### src/rtl/ifs_pkg.sv
package ifs_pkg;
  localparam int WORD_W = 16;

  typedef enum logic [1:0] {
    REDIR_ABS  = 2'd0,
    REDIR_REL  = 2'd1,
    REDIR_SKIP = 2'd2
  } redir_kind_e;

  typedef enum logic [1:0] {
    ST_FETCH = 2'd0,
    ST_WAIT  = 2'd1,
    ST_OUT   = 2'd2
  } fetch_state_e;
endpackage

### src/rtl/ifs_pair_decode.sv
module ifs_pair_decode
  import ifs_pkg::*;
(
  input  logic [WORD_W-1:0] word,
  output logic              starts_pair,
  output logic              tail_prefix
);
  localparam int NPAT = 4;
  // jump, call, file move, pointer load
  localparam logic [WORD_W-1:0] PAT [NPAT] = '{16'hEF00, 16'hEC00, 16'hC000, 16'hEE00};
  localparam logic [WORD_W-1:0] MSK [NPAT] = '{16'hFF00, 16'hFE00, 16'hF000, 16'hFFC0};

  logic [NPAT-1:0] hit;

  for (genvar g = 0; g < NPAT; g++) begin : g_pat
    assign hit[g] = ((word & MSK[g]) == PAT[g]);
  end

  assign starts_pair = |hit;
  assign tail_prefix = (word[WORD_W-1 -: 4] == 4'hF);
endmodule

### src/rtl/ifs_target_calc.sv
module ifs_target_calc
  import ifs_pkg::*;
#(
  parameter int PC_W  = 21,
  parameter int OFF_W = 11
) (
  input  logic [1:0]      kind,
  input  logic [PC_W-1:0] base,
  input  logic [PC_W-2:0] word_addr,
  input  logic [OFF_W-1:0] offset,
  output logic [PC_W-1:0] target
);
  localparam int EXT_W = PC_W - OFF_W;

  redir_kind_e     k;
  logic [PC_W-1:0] off_ext;
  logic [PC_W-1:0] disp;

  assign k       = redir_kind_e'(kind);
  assign off_ext = {{EXT_W{offset[OFF_W-1]}}, offset};
  assign disp    = {off_ext[PC_W-2:0], 1'b0};

  always_comb begin
    case (k)
      REDIR_ABS:  target = {word_addr, 1'b0};
      REDIR_REL:  target = base + disp;
      REDIR_SKIP: target = base + PC_W'(2);
      default:    target = base;
    endcase
  end
endmodule

### src/rtl/ifs_read_tracker.sv
module ifs_read_tracker (
  input  logic clk,
  input  logic rst_n,
  input  logic req_fire,
  input  logic rsp_valid,
  input  logic flush,
  output logic pending,
  output logic rsp_take
);
  logic drop_q;
  logic pend_q;

  always_ff @(posedge clk) begin
    if (!rst_n) begin
      pend_q <= 1'b0;
      drop_q <= 1'b0;
    end else begin
      if (req_fire)       pend_q <= 1'b1;
      else if (rsp_valid) pend_q <= 1'b0;

      if (flush && (req_fire || (pend_q && !rsp_valid))) drop_q <= 1'b1;
      else if (rsp_valid)                                  drop_q <= 1'b0;
    end
  end

  assign pending  = pend_q;
  assign rsp_take = rsp_valid && !drop_q && !flush;
endmodule

### src/rtl/ifs_fetch_seq.sv
module ifs_fetch_seq
  import ifs_pkg::*;
#(
  parameter int PC_W  = 21,
  parameter int OFF_W = 11
) (
  input  logic              clk,
  input  logic              rst_n,
  output logic              mem_req_valid,
  input  logic              mem_req_ready,
  output logic [PC_W-1:0]   mem_req_addr,
  input  logic              mem_rsp_valid,
  input  logic [WORD_W-1:0] mem_rsp_data,
  input  logic              redir_valid,
  input  logic [1:0]        redir_kind,
  input  logic [PC_W-2:0]   redir_word_addr,
  input  logic [OFF_W-1:0]  redir_offset,
  output logic              op_valid,
  input  logic              op_ready,
  output logic [PC_W-1:0]   op_pc,
  output logic [WORD_W-1:0] op_word0,
  output logic [WORD_W-1:0] op_word1,
  output logic              op_pair,
  output logic              op_nop
);
  localparam logic [PC_W-1:0] STEP1 = PC_W'(2);
  localparam logic [PC_W-1:0] STEP2 = PC_W'(4);

  fetch_state_e      state;
  logic [PC_W-1:0]   fetch_pc;
  logic [PC_W-1:0]   seq_pc;
  logic [PC_W-1:0]   cur_pc;
  logic [WORD_W-1:0] w0_q, w1_q;
  logic              pair_q, nop_q, want_tail;

  logic              pending, rsp_take, req_fire;
  logic              starts_pair, tail_prefix;
  logic [PC_W-1:0]   redir_tgt;

  ifs_pair_decode u_dec (
    .word        (mem_rsp_data),
    .starts_pair (starts_pair),
    .tail_prefix (tail_prefix)
  );

  ifs_target_calc #(.PC_W(PC_W), .OFF_W(OFF_W)) u_tgt (
    .kind      (redir_kind),
    .base      (seq_pc),
    .word_addr (redir_word_addr),
    .offset    (redir_offset),
    .target    (redir_tgt)
  );

  ifs_read_tracker u_trk (
    .clk       (clk),
    .rst_n     (rst_n),
    .req_fire  (req_fire),
    .rsp_valid (mem_rsp_valid),
    .flush     (redir_valid),
    .pending   (pending),
    .rsp_take  (rsp_take)
  );

  assign mem_req_valid = (state == ST_FETCH) && !pending;
  assign mem_req_addr  = fetch_pc;
  assign req_fire      = mem_req_valid && mem_req_ready;

  always_ff @(posedge clk) begin
    if (!rst_n) begin
      state     <= ST_FETCH;
      fetch_pc  <= '0;
      seq_pc    <= '0;
      cur_pc    <= '0;
      w0_q      <= '0;
      w1_q      <= '0;
      pair_q    <= 1'b0;
      nop_q     <= 1'b0;
      want_tail <= 1'b0;
    end else if (redir_valid) begin
      state     <= ST_FETCH;
      fetch_pc  <= redir_tgt;
      seq_pc    <= redir_tgt;
      want_tail <= 1'b0;
    end else begin
      case (state)
        ST_FETCH: begin
          if (req_fire) begin
            fetch_pc <= fetch_pc + STEP1;
            state    <= ST_WAIT;
            if (!want_tail) cur_pc <= fetch_pc;
          end
        end
        ST_WAIT: begin
          if (rsp_take) begin
            if (!want_tail) begin
              w0_q <= mem_rsp_data;
              w1_q <= '0;
              if (starts_pair) begin
                want_tail <= 1'b1;
                pair_q    <= 1'b1;
                nop_q     <= 1'b0;
                state     <= ST_FETCH;
              end else begin
                pair_q <= 1'b0;
                nop_q  <= tail_prefix;
                state  <= ST_OUT;
              end
            end else begin
              w1_q      <= mem_rsp_data;
              want_tail <= 1'b0;
              state     <= ST_OUT;
            end
          end
        end
        ST_OUT: begin
          if (op_ready) begin
            seq_pc <= seq_pc + (pair_q ? STEP2 : STEP1);
            state  <= ST_FETCH;
          end
        end
        default: state <= ST_FETCH;
      endcase
    end
  end

  assign op_valid = (state == ST_OUT);
  assign op_pc    = cur_pc;
  assign op_word0 = w0_q;
  assign op_word1 = w1_q;
  assign op_pair  = pair_q;
  assign op_nop   = nop_q;
endmodule

### config.mk
export PLATFORM = sky130hd
export DESIGN_NAME = ifs_fetch_seq
export DESIGN_NICKNAME = d
export VERILOG_FILES = /design/src/rtl/ifs_pkg.sv /design/src/rtl/ifs_pair_decode.sv /design/src/rtl/ifs_target_calc.sv /design/src/rtl/ifs_read_tracker.sv /design/src/rtl/ifs_fetch_seq.sv
export SDC_FILE = /design/constraint.sdc
export NUM_CORES = 1
export LEC_CHECK = 0
export BUFFER_PORTS_ARGS = -buffer_cell sky130_fd_sc_hd__buf_2
export CORE_ASPECT_RATIO = 1.2
export CORE_UTILIZATION = 25
export CTS_CLUSTER_DIAMETER = 120
export DETAILED_ROUTE_END_ITERATION = 16
export PLACE_DENSITY_LB_ADDON = 0.12
export SYNTH_ARGS = -nofsm -noshare
export SYNTH_HDL_FRONTEND = slang
export SYNTH_SLANG_ARGS = --single-unit
### constraint.sdc
create_clock -name clk -period 6.4 [get_ports clk]
set_input_delay 0 -clock clk [delete_from_list [all_inputs] [get_ports clk]]
set_output_delay 0 -clock clk [all_outputs]
set_load 0.01 [all_outputs]
### Word-level counts from Yosys, hierarchy flattened

Index checks and enable logic that the tools add are counted.

| cells by class | value |
|---|---|
| add/sub/neg operators | 4 |
| equal/unequal tests | 12 |
| multiplexer cells | 21 |
| bitwise logic cells | 3 |
| reductions and logical operators | 28 |

Operators by type and width:

| cell | count |
|---|---|
| $mux 21 | 6 |
| $pmux 21 s3 | 1 |
| $add 21x2->21 const B | 2 |
| $add 21x21->21 | 1 |
| $add 21x3->21 | 1 |
| $mux 16 | 1 |
| $reduce_bool 2->1 | 6 |
| $eq 10x10->1 const B | 1 |
| $mux 2 | 5 |
| $eq 4x4->1 const B | 2 |
| $eq 8x8->1 const B | 1 |
| $reduce_and 4->1 | 2 |
| $eq 7x7->1 const B | 1 |
| $logic_and 1x1->1 | 6 |
| $mux 1 | 6 |
| $pmux 2 s3 | 1 |
| $reduce_and 2->1 | 3 |
| $reduce_and 3->1 | 2 |
| $eq 2x1->1 const B | 2 |
| $eq 2x2->1 const B | 2 |
| $logic_not 1->1 | 4 |
| $logic_not 2->1 | 2 |
| $ne 2x1->1 const B | 2 |
| $reduce_or 4->1 | 1 |
| 5 further kinds | 7 |

| storage, ports and cells | value |
|---|---|
| register bits after elaboration | 102 |
| output and inout port bits | 78 |
| logic and storage cells | 79 |

### Longest topological paths before layout

| depth | value |
|---|---|
| word-level depth | 6 |
| mapped depth | 14 |
| gate-level depth less buffers | 13 |

### By module

Synthesis repeated with hierarchy kept, for this count alone.

| unflattened totals | value |
|---|---|
| cells, all modules | 785 |
| area, all modules | 6,268.5 µm² |

By module, submodules not included:

| module | instances | cells an instance | area each (µm²) | sequential area each (µm²) |
|---|---|---|---|---|
| ifs_fetch_seq | 1 | 535 | 4,541.9 | 2,001.9 |
| ifs_target_calc | 1 | 234 | 1,587.8 | 0.0 |
| ifs_read_tracker | 1 | 10 | 88.8 | 40.0 |
| ifs_pair_decode | 1 | 6 | 50.0 | 0.0 |

### Worst setup path before layout

OpenSTA, ideal clock, no wires.

| path | value |
|---|---|
| path kind | input -> register |
| start | in redir_kind[0] |
| end | reg fetch_pc[15], in the netlist mem_req_addr[15] |
| setup time | 0.116 ns |
| arrival time | 3.009 ns |
| required time | 6.284 ns |
| setup slack | 3.275 ns |
| stages | 14 |
| path buffers | 1 |
| cells stage by stage | inv_1 > ha_1 > clkbuf_1 > or2_2 > ha_1 > fa_1 > a211oi_1 > o21ai_1 > o21ai_0 > nand2_1 > and4b_1 > o311ai_0 > o311a_1 > nor2_1 |

| on the way | value |
|---|---|
| cells in the longest elaborated chain, start to end | 3 |
| elaborated cells on any way between the ends | 5 |
| classes of those cells | eq/ne (2); mux (2); reduce/logical (1) |

RTL lines:

| what | line | text |
|---|---|---|
| start, declared | ifs_fetch_seq.sv:15 | `input logic [1:0] redir_kind,` |
| $eq 2x2->1, or another cell as far along | ifs_target_calc.sv:24 | `case (k)` |
| $pmux 21 s3 * | ifs_target_calc.sv:24 |  |
| $mux 21 * | ifs_fetch_seq.sv:79 | `end else if (redir_valid) begin` |
| end signal, assigned | ifs_fetch_seq.sv:81 | `fetch_pc <= redir_tgt;` |
| end signal, assigned | ifs_fetch_seq.sv:88 | `fetch_pc <= fetch_pc + STEP1;` |
| end, declared | ifs_fetch_seq.sv:30 | `logic [PC_W-1:0] fetch_pc;` |

Mark *: on every way between the ends. The rest lies on a longest branch, timed or not.
A chain may end at the register's enable or synchronous reset.

### Worst setup path after layout

Same ends and word-level chain as after synthesis.

==> flow_summary_export.csv <==
group,metric,value,unit
power_and_ir_drop,power_frac_comb,17.9,%
placed_design,placed_cells,1210,
outcome,status,"finished, final reports clean",
floorplan,start_util,25.7,%
hold_path,hold_path_class,"in2reg",
route,ant_nets,0,
final_layout,insertedDiodeCount,0,
logic_synthesis,syn_inst,805,
critical_path,worstPathRequired,6640,ps
clock_tree,cts_root_buffer,"clkbuf_16",
final_layout,nNetsFinal,993,
floorplan,io_pins,133,
logic_synthesis,ys_warn_count,0,
floorplan,die_h,175,µm
timing,slew_headroom,30.3,%
power_and_ir_drop,switching_share,31.6,%
floorplan,core_area,24200,µm²
grt,grt_pass1_wl,34600,µm
clock_tree,clkTransAtPathRegs,80,ps
floorplan,num_rows,62,
critical_path,crit_fanout,11,
power_and_ir_drop,clkPwrFrac,37.1,%
critical_path,startpoint_type,"primary input",
grt,grt_overflow,0,
clock_tree,worstSkewPairLatency,360,ps
run,drv_cap,0,
route,wire_per_inst,17.7,µm
clock_tree,tritoncts,"built",
critical_path,crit_path_end_kind,"register",
timing,finalCriticalPeriod,3410,ps
grt,grtUsageTotal,17.1,%
logic_synthesis,synth_ff_type,"dfxtp_1",
final_layout,drive_above_1_share,19.5,%
timing,tightest_slew,1040,ps
placed_design,io_buffer_count,132,
critical_path,arrival,3650,ps
power_and_ir_drop,p_per_area,202,nW/µm²
clock_tree,cts_buffers,9,
final_layout,final_common_cell,"nand2_1",
clock_tree,htree_num_levels,3,
placed_design,hpwl,16100,µm
route,routed_wl,22000,µm
clock_tree,cts.path.max_buffers,2,
route,drt_iter0_drc,338,
power_and_ir_drop,p_sw,0.483,mW
final_layout,area_delta_synth_final,21.1,%
timing,rsz0062_at_grt,"no",
timing,fin_crit_sh,53.3,%
power_and_ir_drop,totalPowerFinal,1.53,mW
critical_path,critPathKind,"in2reg",
grt,grt_antenna_before_repair,0,
logic_synthesis,ys_seq_elements,102,
timing,max_freq,0.293,GHz
floorplan,die_w,146,µm
placed_design,placed_area,7060,µm²
timing,setup_viol,0,
route,firstDrtPassIters,5,
route,drc,0,
clock_tree,post_cts_buffers,0,
grt,grt_pass1_vias,5893,
power_and_ir_drop,irDropWorstVdd,0.000116,V
logic_synthesis,ys_async_sr_fraction,0,%
grt,grt_max_degree,72,
timing,final_max_slew_viol_count,0,
timing,holdWs,38.6,ps
power_and_ir_drop,p_leak,3.03,nW
placed_design,routabilityCongestion,0.811,
power_and_ir_drop,pwr-share-seq,45.0,%
timing,finClkSkew,14.7,ps
final_layout,fin_area,7540,µm²
route,via_count,6302,
floorplan,die_area,25600,µm²
final_layout,mostFrequentLayoutCells,"146 x nand2_1, 132 x buf_2, 102 x dfxtp_1, 57 x a21boi_0, 55 x a21oi_1",
logic_synthesis,synth_area,6230,µm²
timing,finalHoldViolCount,0,
logic_synthesis,avgSynthCellArea,7.74,µm²
route,viasPerCell,5.07,
clock_tree,cts.sinks,102,
timing,tns,0,ps
logic_synthesis,synth-edff-count,0,
logic_synthesis,syn_nets,879,
logic_synthesis,seq_area_frac_synth,32.8,%
final_layout,fin_cells,1244,
power_and_ir_drop,power.internal,1.04,mW
logic_synthesis,ys_types,72,
-- sequential cells by signal (all words and copies together) (netlist names), 2 cells and up --
signal        cells
seq_pc           21
state             2
op_pc            21
op_word0         16
mem_req_addr     21
op_word1         16
-- worst paths after layout --
check	from	to	slack [ps]	cells past startpoint
worst max-delay path	redir_kind[0]	mem_req_addr[15]	2990	14
worst min-delay path	redir_word_addr[16]	seq_pc[17]	40	3
worst max register to register	seq_pc[1]	mem_req_addr[15]	3080	10
worst min register to register	seq_pc[0]	seq_pc[0]	440	2
-- worst max-delay path, cell delays in order --
cell and delay [ps]:
buf_2 90, inv_1 50, ha_1 330, or2_2 350
ha_1 220, fa_1 440, a211oi_1 250, o21ai_1 190
o21ai_0 490, nand2_1 210, and4b_1 240, o311ai_0 500
o311a_1 250, nor2_1 40
-- routing by layer --
metal  share of wire, %  routed length (µm)  vias up  track usage [%]
li1                   -                   -     3146                -
met1                 50               11100     2998             24.9
met2                 45                9950      150             27.0
met3                3.8                 827        8             1.98
met4               0.67                 147        0             3.39
met5                  0                   0        -                0
-- synth_stat cells, types with 9 or more instances --
cell,number,area share (%)
nand4_1,9,0.90
a21boi_0,57,6.9
a21oi_1,55,4.4
clkbuf_1,40,2.4
dfxtp_1,102,33
nand2_1,146,8.8
xnor2_1,14,2.0
nand3_1,35,2.8
nor2b_1,14,1.4
a31oi_1,13,1.3
nor3_1,14,1.1
clkbuf_8,9,2.0
inv_1,19,1.1
o21ai_0,40,3.2
and3_1,15,1.5
o211ai_1,9,1.1
nor2_1,49,3.0
ha_1,17,3.4
-- area by class of cell --
| cell class | instances | area (µm²) |
|---|---|---|
| Tap cell | 320 | 400 |
| Timing Repair Buffer | 157 | 893 |
| Fill cell | 2698 | 16700 |
| Clock inverter | 7 | 78.8 |
| Clock buffer | 9 | 225 |
| Inverter | 20 | 75.1 |
| Multi-Input combinational cell | 629 | 3830 |
| Sequential cell | 102 | 2040 |
-- per-stage QoR --
step                      setup slack, ps  util [%]
after floorplan                      3270         -
after global placement               2760      29.2
after detailed placement             2660      29.2
after CTS                            3010      31.2
after global routing                 2700      31.2
final                                2990      31.2
-- what timing repair did --
action / 4_1_cts / 5_1_grt
resized for setup: 0 / 0
setup endpoints to repair: 0 / 0
hold buffers: 18 / 0
hold endpoints to repair: 35 / 0
-- power groups by stage --
stage                     registers, mW  clock network (mW)  logic (mW)
final                             0.687               0.567       0.272
after global routing              0.691               0.605       0.303
after CTS                         0.686               0.583       0.274
after detailed placement          0.701                   0       0.264
after global placement            0.702                   0       0.265
after floorplan                   0.692                   0       0.180
-- logic make-up after synthesis --
kind of cell	Yosys count	share of synthesized area, %
AND/OR/NAND/NOR	324	24.4
flip-flops	102	32.8
XOR/XNOR	22	3.09
multiplexers	3	0.482
adder cells (fa/ha/maj)	19	4.06
buffers and inverters	74	5.94
AO/OA/AOI/OAI	261	29.2
(Power assumes the default switching activity.)
